File: config.mk
export PLATFORM = sky130hd
export DESIGN_NAME = pwe_retry_engine
export DESIGN_NICKNAME = d
export VERILOG_FILES = /design/src/rtl/pwe_pkg.sv /design/src/rtl/pwe_restart_calc.sv /design/src/rtl/pwe_attempt_ctr.sv /design/src/rtl/pwe_err_report.sv /design/src/rtl/pwe_retry_engine.sv
export SDC_FILE = /design/constraint.sdc
export NUM_CORES = 1
export LEC_CHECK = 0
export BUFFER_PORTS_ARGS = -buffer_cell sky130_fd_sc_hd__buf_2
export CAP_MARGIN = 20
export CORE_MARGIN = 2
export CORE_UTILIZATION = 40
export DETAILED_ROUTE_END_ITERATION = 10
export PLACE_DENSITY = 0.68
export REMOVE_ABC_BUFFERS = 1
export SLEW_MARGIN = 20
export SYNTH_ARGS = -nofsm -noshare
export SYNTH_HDL_FRONTEND = slang
export SYNTH_SLANG_ARGS = --single-unit
File: constraint.sdc
create_clock -name clk -period 7.2 [get_ports clk]
set_clock_uncertainty 0.2 [all_clocks]
set_input_delay 0.72 -clock clk [delete_from_list [all_inputs] [get_ports clk]]
set_output_delay 0.72 -clock clk [all_outputs]
set_load 0.005 [all_outputs]
File: src/rtl/pwe_pkg.sv
package pwe_pkg;

    typedef enum logic [1:0] {
        TERM_NORMAL = 2'b00,
        TERM_RETRY  = 2'b01,
        TERM_DISC   = 2'b10,
        TERM_ABORT  = 2'b11
    } term_e;

    typedef enum logic [1:0] {
        ACT_AGAIN = 2'b00,
        ACT_DONE  = 2'b01,
        ACT_ABORT = 2'b10
    } act_e;

    localparam logic [3:0] CMD_MEM_WR     = 4'b0111;
    localparam logic [3:0] CMD_MEM_WR_INV = 4'b1111;

    // a partly delivered invalidate write can no longer cover whole lines
    function automatic logic [3:0] restart_cmd(input logic [3:0] cmd, input logic moved_any);
        if (moved_any && cmd == CMD_MEM_WR_INV)
            return CMD_MEM_WR;
        return cmd;
    endfunction

endpackage

File: src/rtl/pwe_restart_calc.sv
module pwe_restart_calc
    import pwe_pkg::*;
#(
    parameter int ADDR_W = 32,
    parameter int CNT_W  = 10
) (
    input  logic [ADDR_W-1:0] cur_addr,
    input  logic [3:0]        cur_cmd,
    input  logic [CNT_W-1:0]  cur_rem,
    input  term_e             term,
    input  logic [CNT_W-1:0]  xfer,
    output logic [ADDR_W-1:0] nxt_addr,
    output logic [3:0]        nxt_cmd,
    output logic [CNT_W-1:0]  nxt_rem,
    output act_e              act
);
    localparam int PAD_W = ADDR_W - CNT_W;

    logic [CNT_W-1:0]  moved;
    logic [ADDR_W-1:0] byte_step;

    always_comb begin
        moved     = (xfer > cur_rem) ? cur_rem : xfer;
        byte_step = {{PAD_W{1'b0}}, moved} << 2;
        nxt_addr  = cur_addr;
        nxt_cmd   = cur_cmd;
        nxt_rem   = cur_rem;
        act       = ACT_AGAIN;
        unique case (term)
            TERM_RETRY: act = ACT_AGAIN;
            TERM_NORMAL, TERM_DISC: begin
                nxt_rem  = cur_rem - moved;
                nxt_addr = cur_addr + byte_step;
                nxt_cmd  = restart_cmd(cur_cmd, moved != '0);
                act      = (nxt_rem == '0) ? ACT_DONE : ACT_AGAIN;
            end
            TERM_ABORT: act = ACT_ABORT;
            default:    act = ACT_AGAIN;
        endcase
    end
endmodule

File: src/rtl/pwe_attempt_ctr.sv
module pwe_attempt_ctr #(
    parameter int ATTEMPT_W = 24
) (
    input  logic clk,
    input  logic rst,
    input  logic restart,
    input  logic advance,
    output logic last
);
    localparam int CW = ATTEMPT_W + 1;
    localparam logic [CW-1:0] LIMIT = {1'b1, {ATTEMPT_W{1'b0}}};

    logic [CW-1:0] cnt;

    always_ff @(posedge clk) begin
        if (rst)
            cnt <= '0;
        else if (restart)
            cnt <= {{(CW-1){1'b0}}, 1'b1};
        else if (advance)
            cnt <= cnt + 1'b1;
    end

    assign last = (cnt == LIMIT);

    AST_NO_ADVANCE_PAST_LIMIT: assert property (@(posedge clk) disable iff (rst)
        advance |-> !last);
endmodule

File: src/rtl/pwe_err_report.sv
module pwe_err_report (
    input  logic clk,
    input  logic rst,
    input  logic abort_ev,
    input  logic exhaust_ev,
    input  logic serr_en,
    input  logic nodeliver_mask,
    output logic serr_req,
    output logic rx_tabort,
    output logic sig_serr
);
    logic raise;

    always_comb
        raise = serr_en && (abort_ev || (exhaust_ev && !nodeliver_mask));

    always_ff @(posedge clk) begin
        if (rst) begin
            serr_req  <= 1'b0;
            rx_tabort <= 1'b0;
            sig_serr  <= 1'b0;
        end else begin
            serr_req <= raise;
            if (abort_ev) rx_tabort <= 1'b1;
            if (raise)    sig_serr  <= 1'b1;
        end
    end

    AST_SERR_MARKED: assert property (@(posedge clk) disable iff (rst)
        serr_req |-> sig_serr);
    AST_TABORT_STICKY: assert property (@(posedge clk) disable iff (rst)
        $past(rx_tabort) |-> rx_tabort);
    AST_MASKED_SILENT: assert property (@(posedge clk) disable iff (rst)
        (exhaust_ev && nodeliver_mask && !abort_ev) |=> !serr_req);
endmodule

File: src/rtl/pwe_retry_engine.sv
module pwe_retry_engine
    import pwe_pkg::*;
#(
    parameter int ADDR_W    = 32,
    parameter int CNT_W     = 10,
    parameter int ATTEMPT_W = 24
) (
    input  logic              clk,
    input  logic              rst,
    input  logic              ld_valid,
    input  logic [ADDR_W-1:0] ld_addr,
    input  logic [3:0]        ld_cmd,
    input  logic [CNT_W-1:0]  ld_dwords,
    input  logic              term_valid,
    input  logic [1:0]        term_code,
    input  logic [CNT_W-1:0]  term_xfer,
    input  logic              serr_en,
    input  logic              nodeliver_mask,
    output logic              att_req,
    output logic [ADDR_W-1:0] att_addr,
    output logic [3:0]        att_cmd,
    output logic [CNT_W-1:0]  att_dwords,
    output logic              done,
    output logic              flush,
    output logic              serr_req,
    output logic              rx_tabort,
    output logic              sig_serr
);
    logic [ADDR_W-1:0] nxt_addr;
    logic [3:0]        nxt_cmd;
    logic [CNT_W-1:0]  nxt_rem;
    act_e              act;
    logic              take, accept, ctr_last, again, exhaust, abort_ev;

    pwe_restart_calc #(.ADDR_W(ADDR_W), .CNT_W(CNT_W)) u_calc (
        .cur_addr (att_addr),
        .cur_cmd  (att_cmd),
        .cur_rem  (att_dwords),
        .term     (term_e'(term_code)),
        .xfer     (term_xfer),
        .nxt_addr (nxt_addr),
        .nxt_cmd  (nxt_cmd),
        .nxt_rem  (nxt_rem),
        .act      (act)
    );

    always_comb begin
        take     = att_req && term_valid;
        accept   = !att_req && ld_valid && (ld_dwords != '0);
        again    = take && (act == ACT_AGAIN);
        exhaust  = again && ctr_last;
        abort_ev = take && (act == ACT_ABORT);
    end

    pwe_attempt_ctr #(.ATTEMPT_W(ATTEMPT_W)) u_ctr (
        .clk     (clk),
        .rst     (rst),
        .restart (accept),
        .advance (again && !ctr_last),
        .last    (ctr_last)
    );

    pwe_err_report u_err (
        .clk            (clk),
        .rst            (rst),
        .abort_ev       (abort_ev),
        .exhaust_ev     (exhaust),
        .serr_en        (serr_en),
        .nodeliver_mask (nodeliver_mask),
        .serr_req       (serr_req),
        .rx_tabort      (rx_tabort),
        .sig_serr       (sig_serr)
    );

    always_ff @(posedge clk) begin
        if (rst) begin
            att_req    <= 1'b0;
            att_addr   <= '0;
            att_cmd    <= '0;
            att_dwords <= '0;
            done       <= 1'b0;
            flush      <= 1'b0;
        end else begin
            done  <= 1'b0;
            flush <= 1'b0;
            if (accept) begin
                att_req    <= 1'b1;
                att_addr   <= ld_addr;
                att_cmd    <= ld_cmd;
                att_dwords <= ld_dwords;
            end else if (take) begin
                unique case (act)
                    ACT_AGAIN: begin
                        if (ctr_last) begin
                            att_req <= 1'b0;
                            flush   <= 1'b1;
                        end else begin
                            att_addr   <= nxt_addr;
                            att_cmd    <= nxt_cmd;
                            att_dwords <= nxt_rem;
                        end
                    end
                    ACT_DONE: begin
                        att_req    <= 1'b0;
                        att_dwords <= '0;
                        done       <= 1'b1;
                    end
                    default: begin
                        att_req <= 1'b0;
                        flush   <= 1'b1;
                    end
                endcase
            end
        end
    end

    AST_RETRY_HOLD: assert property (@(posedge clk) disable iff (rst)
        (take && term_code == 2'b01 && !ctr_last) |=>
        (att_req && $stable(att_addr) && $stable(att_cmd) && $stable(att_dwords)));
    AST_DISC_SHRINK: assert property (@(posedge clk) disable iff (rst)
        (take && term_code == 2'b10 && term_xfer != '0 && term_xfer < att_dwords && !ctr_last) |=>
        (att_req && att_dwords == $past(att_dwords) - $past(term_xfer)));
    AST_MWI_DEMOTE: assert property (@(posedge clk) disable iff (rst)
        (take && term_code == 2'b10 && att_cmd == 4'b1111 && term_xfer != '0
         && term_xfer < att_dwords && !ctr_last) |=> (att_cmd == 4'b0111));
    AST_DONE_CLEAN: assert property (@(posedge clk) disable iff (rst)
        done |-> (!flush && !att_req && !serr_req));
    AST_ABORT_FLUSH: assert property (@(posedge clk) disable iff (rst)
        (take && term_code == 2'b11) |=> (flush && rx_tabort && !att_req));
    AST_LOAD_IGNORED: assert property (@(posedge clk) disable iff (rst)
        (att_req && ld_valid && !term_valid) |=>
        (att_req && $stable(att_addr) && $stable(att_dwords)));
    AST_IDLE_TERM: assert property (@(posedge clk) disable iff (rst)
        (!att_req && term_valid && !ld_valid) |=> (!att_req && !done && !flush));
endmodule

==> results.md <==
* Outcome: finished, final reports clean
* Antenna Violating Nets Remaining at 0
* Cells after synthesis at 644
* Ys async rst share at 0%
* Setup TNS at 0 ns
* Drt via density at 5.708
* Share of the synthesized area in the top cell type at 29.49%
* WL final at 15300 um
* Worst-skew pair later-pin latency at 0.34 ns
* RSZ-0062 raised after global routing: no
* Postcts setup bufs at 0
* Die area at 14000 um2
* Max FO, Critical Path at 11
* Setup crit end kind: flop
* Sequential share of the synthesized area at 29.49%
* Max Buffers Root-to-Sink at 2
* # hold bufs at CTS at 0
* Core ar. at 12670 um2
* Input/output buffers at 115
* Synth warn at 0
* Max-cap viol count at 0
* Initial antenna violation count at 0
* Total clock sinks at 77
* F_max at 0.1583 GHz
* Combinational share of power at 28.4%
* Drt initial violations at 341
* First-pass GRT wire length at 24790 um
* CP startpoint: att_dwords[9]
* FILL cells at 1237
* Clk pin slew, worst setup/hold paths at 0.06 ns
* Post-layout net count at 840
* Top post-synthesis cells by count: 77 x dfxtp_1, 63 x nor2_1, 60 x nand2_1, 37 x xnor2_1, 31 x inv_1
* Startpoint Class: flop
* Largest net degree at the start of global routing at 59
* Flop pwr share at 36.4%
* Fin. max-slew vios at 0
* Post-synth cell types at 74
* Number of global-route vias before repair at 5055
* Most used DFF post-synth: dfxtp_1
* Clock period minus worst slack at 6.316 ns
* Final setup vio count at 0
* Layout cell share with drive strength beyond 1 at 20.74%
* Data arrival time of the worst path at 6.32 ns
* CTS tree: built
* H-tree levels at 3
* Hold Crit Start: att_addr[1]
* Worst min-delay path category: reg -> reg
* Period utilization at 87.72%
* Clock power share at 35.2%
* Number of CTS-inserted buffers at 9
* Post-DP HPWL at 11270 um
* Sw Pwr at 435.3 uW
* Flops & latches, synth at 77
* Layout area overhead at 19.37%
* Leak at 0.002559 uW
* Worst Tran Pin Value at 0.9192 ns
* Initial Utilization at 41.25%
* R2r setup slk at 0.88 ns
* Kind of critical path: reg -> reg
* DR vias at 5274
* FP Rows at 41
* Required time of the critical path at 7.20 ns
* Syn_area_per_cell at 8.115 um2
* Peak VDD IR at 0.1169 mV
* Cts repair resizes at 0
* RD Place Congestion at 0.8938
* DR pass1 iterations at 5
* PD cells at 210.2 nW/um2
* Die Wd at 118.3 um
* Most frequent cell after synthesis: dfxtp_1
* Post-synth EDFFs at 0
* Chip height at 118.3 um
* Number of top-level pins at 116
* Final hold viol count at 0
* WL/cell at 16.56 um
* Critical R2R Launch: att_dwords[9]
* Largest area contributor in the netlist: dfxtp_1
* Largest cells by area after synthesis: dfxtp_1 29%, ha_1 6.5%, xnor2_1 6.2%
* Hold_ws at 0.2661 ns
* Slew Limit Headroom at 38.57%
* Switching fraction of total power at 33.19%
* DRC viols at 0
* All-Layer GR Usage at 21.48%
* Root Buffer: clkbuf_16
* Syn Std Cell Area at 5226 um2
* Remaining Overflow, GRT at 0
* # diodes at 0
* Internal Power at 876.2 uW
## layout by cell type (no fill, tap or decap), types with 3 or more instances in the layout
cell type and count:
a211o_1 3, a211oi_1 17, a21o_1 7, a21oi_1 28
a22oi_1 7, a2bb2oi_1 3, a311oi_1 7, a31oi_1 7
a32oi_1 4, and2_1 7, and3_1 7, and4_1 10
buf_2 115, buf_4 7, clkbuf_16 9, dfxtp_1 77
ha_1 27, inv_1 31, mux2i_1 14, nand2_1 59
nand2b_1 5, nand3_1 26, nand3b_1 4, nand4_1 14
nor2_1 63, nor2b_1 9, nor3_1 18, nor3b_1 4
nor4_1 20, nor4b_1 7, o211ai_1 7, o21a_1 5
o21ai_0 18, or2_2 3, or3_1 6, xnor2_1 37
xor2_1 6
## per-stage QoR
stage	utilization (%)	cell area, um2	total power [uW]	instances	setup slack [ns]
6_report	49.23	6238	1311	924	0.8838
5_1_grt	49.23	6238	1379	924	0.4490
4_1_cts	49.23	6238	1314	924	0.9613
3_5_place_dp	46.87	5939	852.3	908	0.6602
3_3_place_gp	46.87	5939	847.2	908	0.8912
2_1_floorplan	-	5094	735.4	614	0.6196
## per-layer routing
layer,part of all wire (%),vias up,routed length (um),GRT usage (%)
li1,-,2589,-,-
met1,44,2482,6741,26.85
met2,48,176,7349,36.60
met3,6.0,27,914,5.164
met4,1.9,0,297,6.175
met5,0,-,0,0
## power by group through the flow
stage          registers, uW  logic, uW  clock network, uW
4_1_cts                  477        369                469
6_report                 478        372                462
5_1_grt                  481        410                488
3_5_place_dp             486        366                  0
2_1_floorplan            482        254                  0
3_3_place_gp             485        362                  0
## critical path, stage by stage (launching register included)
cell and delay, ns:
dfxtp_1 0.44, inv_1 0.13, ha_1 0.32, a21o_1 0.24, a211oi_4 0.29, and3_1 0.48
nor2_4 0.15, o21ai_0 0.37, ha_1 0.25, inv_1 0.06, fa_1 0.41, a21o_1 0.19
a21oi_1 0.40, or3b_1 0.22, o31a_1 0.16, mux2i_1 0.07, a211oi_1 0.52, nor4_4 0.10
buf_4 0.21, nor3_2 0.40, a311oi_1 0.15, a2111oi_0 0.41
## logic make-up (layout without fill, tap and decap cells)
group / after synthesis / after routing / synth area share, %
AOI/OAI and AO/OA: 144 / 144 / 20.28
xor gates and xnor gates: 43 / 43 / 7.206
adders and majority gates: 31 / 31 / 7.613
buffers and inverters: 61 / 169 / 4.764
DFF: 77 / 77 / 29.49
muxes: 15 / 15 / 2.897
and+or+nand+nor: 273 / 273 / 27.75
## worst paths after layout
check	end	cells after the start
max	att_addr[21]	21
min	att_addr[1]	2
max reg2reg	att_addr[21]	21
min reg2reg	att_addr[1]	2
## area by class of cell
type | instances | area, um2 | area share (%)
multi-input cells | 506 | 3438 | 55.11
flip-flops and latches | 77 | 1541 | 24.71
clock inverters | 7 | 73.82 | 1.183
well taps | 172 | 215.2 | 3.450
repair buffers | 122 | 628.1 | 10.07
clock buffers | 9 | 225.2 | 3.610
inverters | 31 | 116.4 | 1.865
## registers in the layout, summed over array words and instances (netlist names)
name and cells:
att_addr 32, att_cmd 4, att_dwords 10, att_req 1
done 1, flush 1, u_ctr.cnt 25, u_err.rx_tabort 1
u_err.serr_req 1, u_err.sig_serr 1
Note: power is estimated with default switching activity, not from simulation.
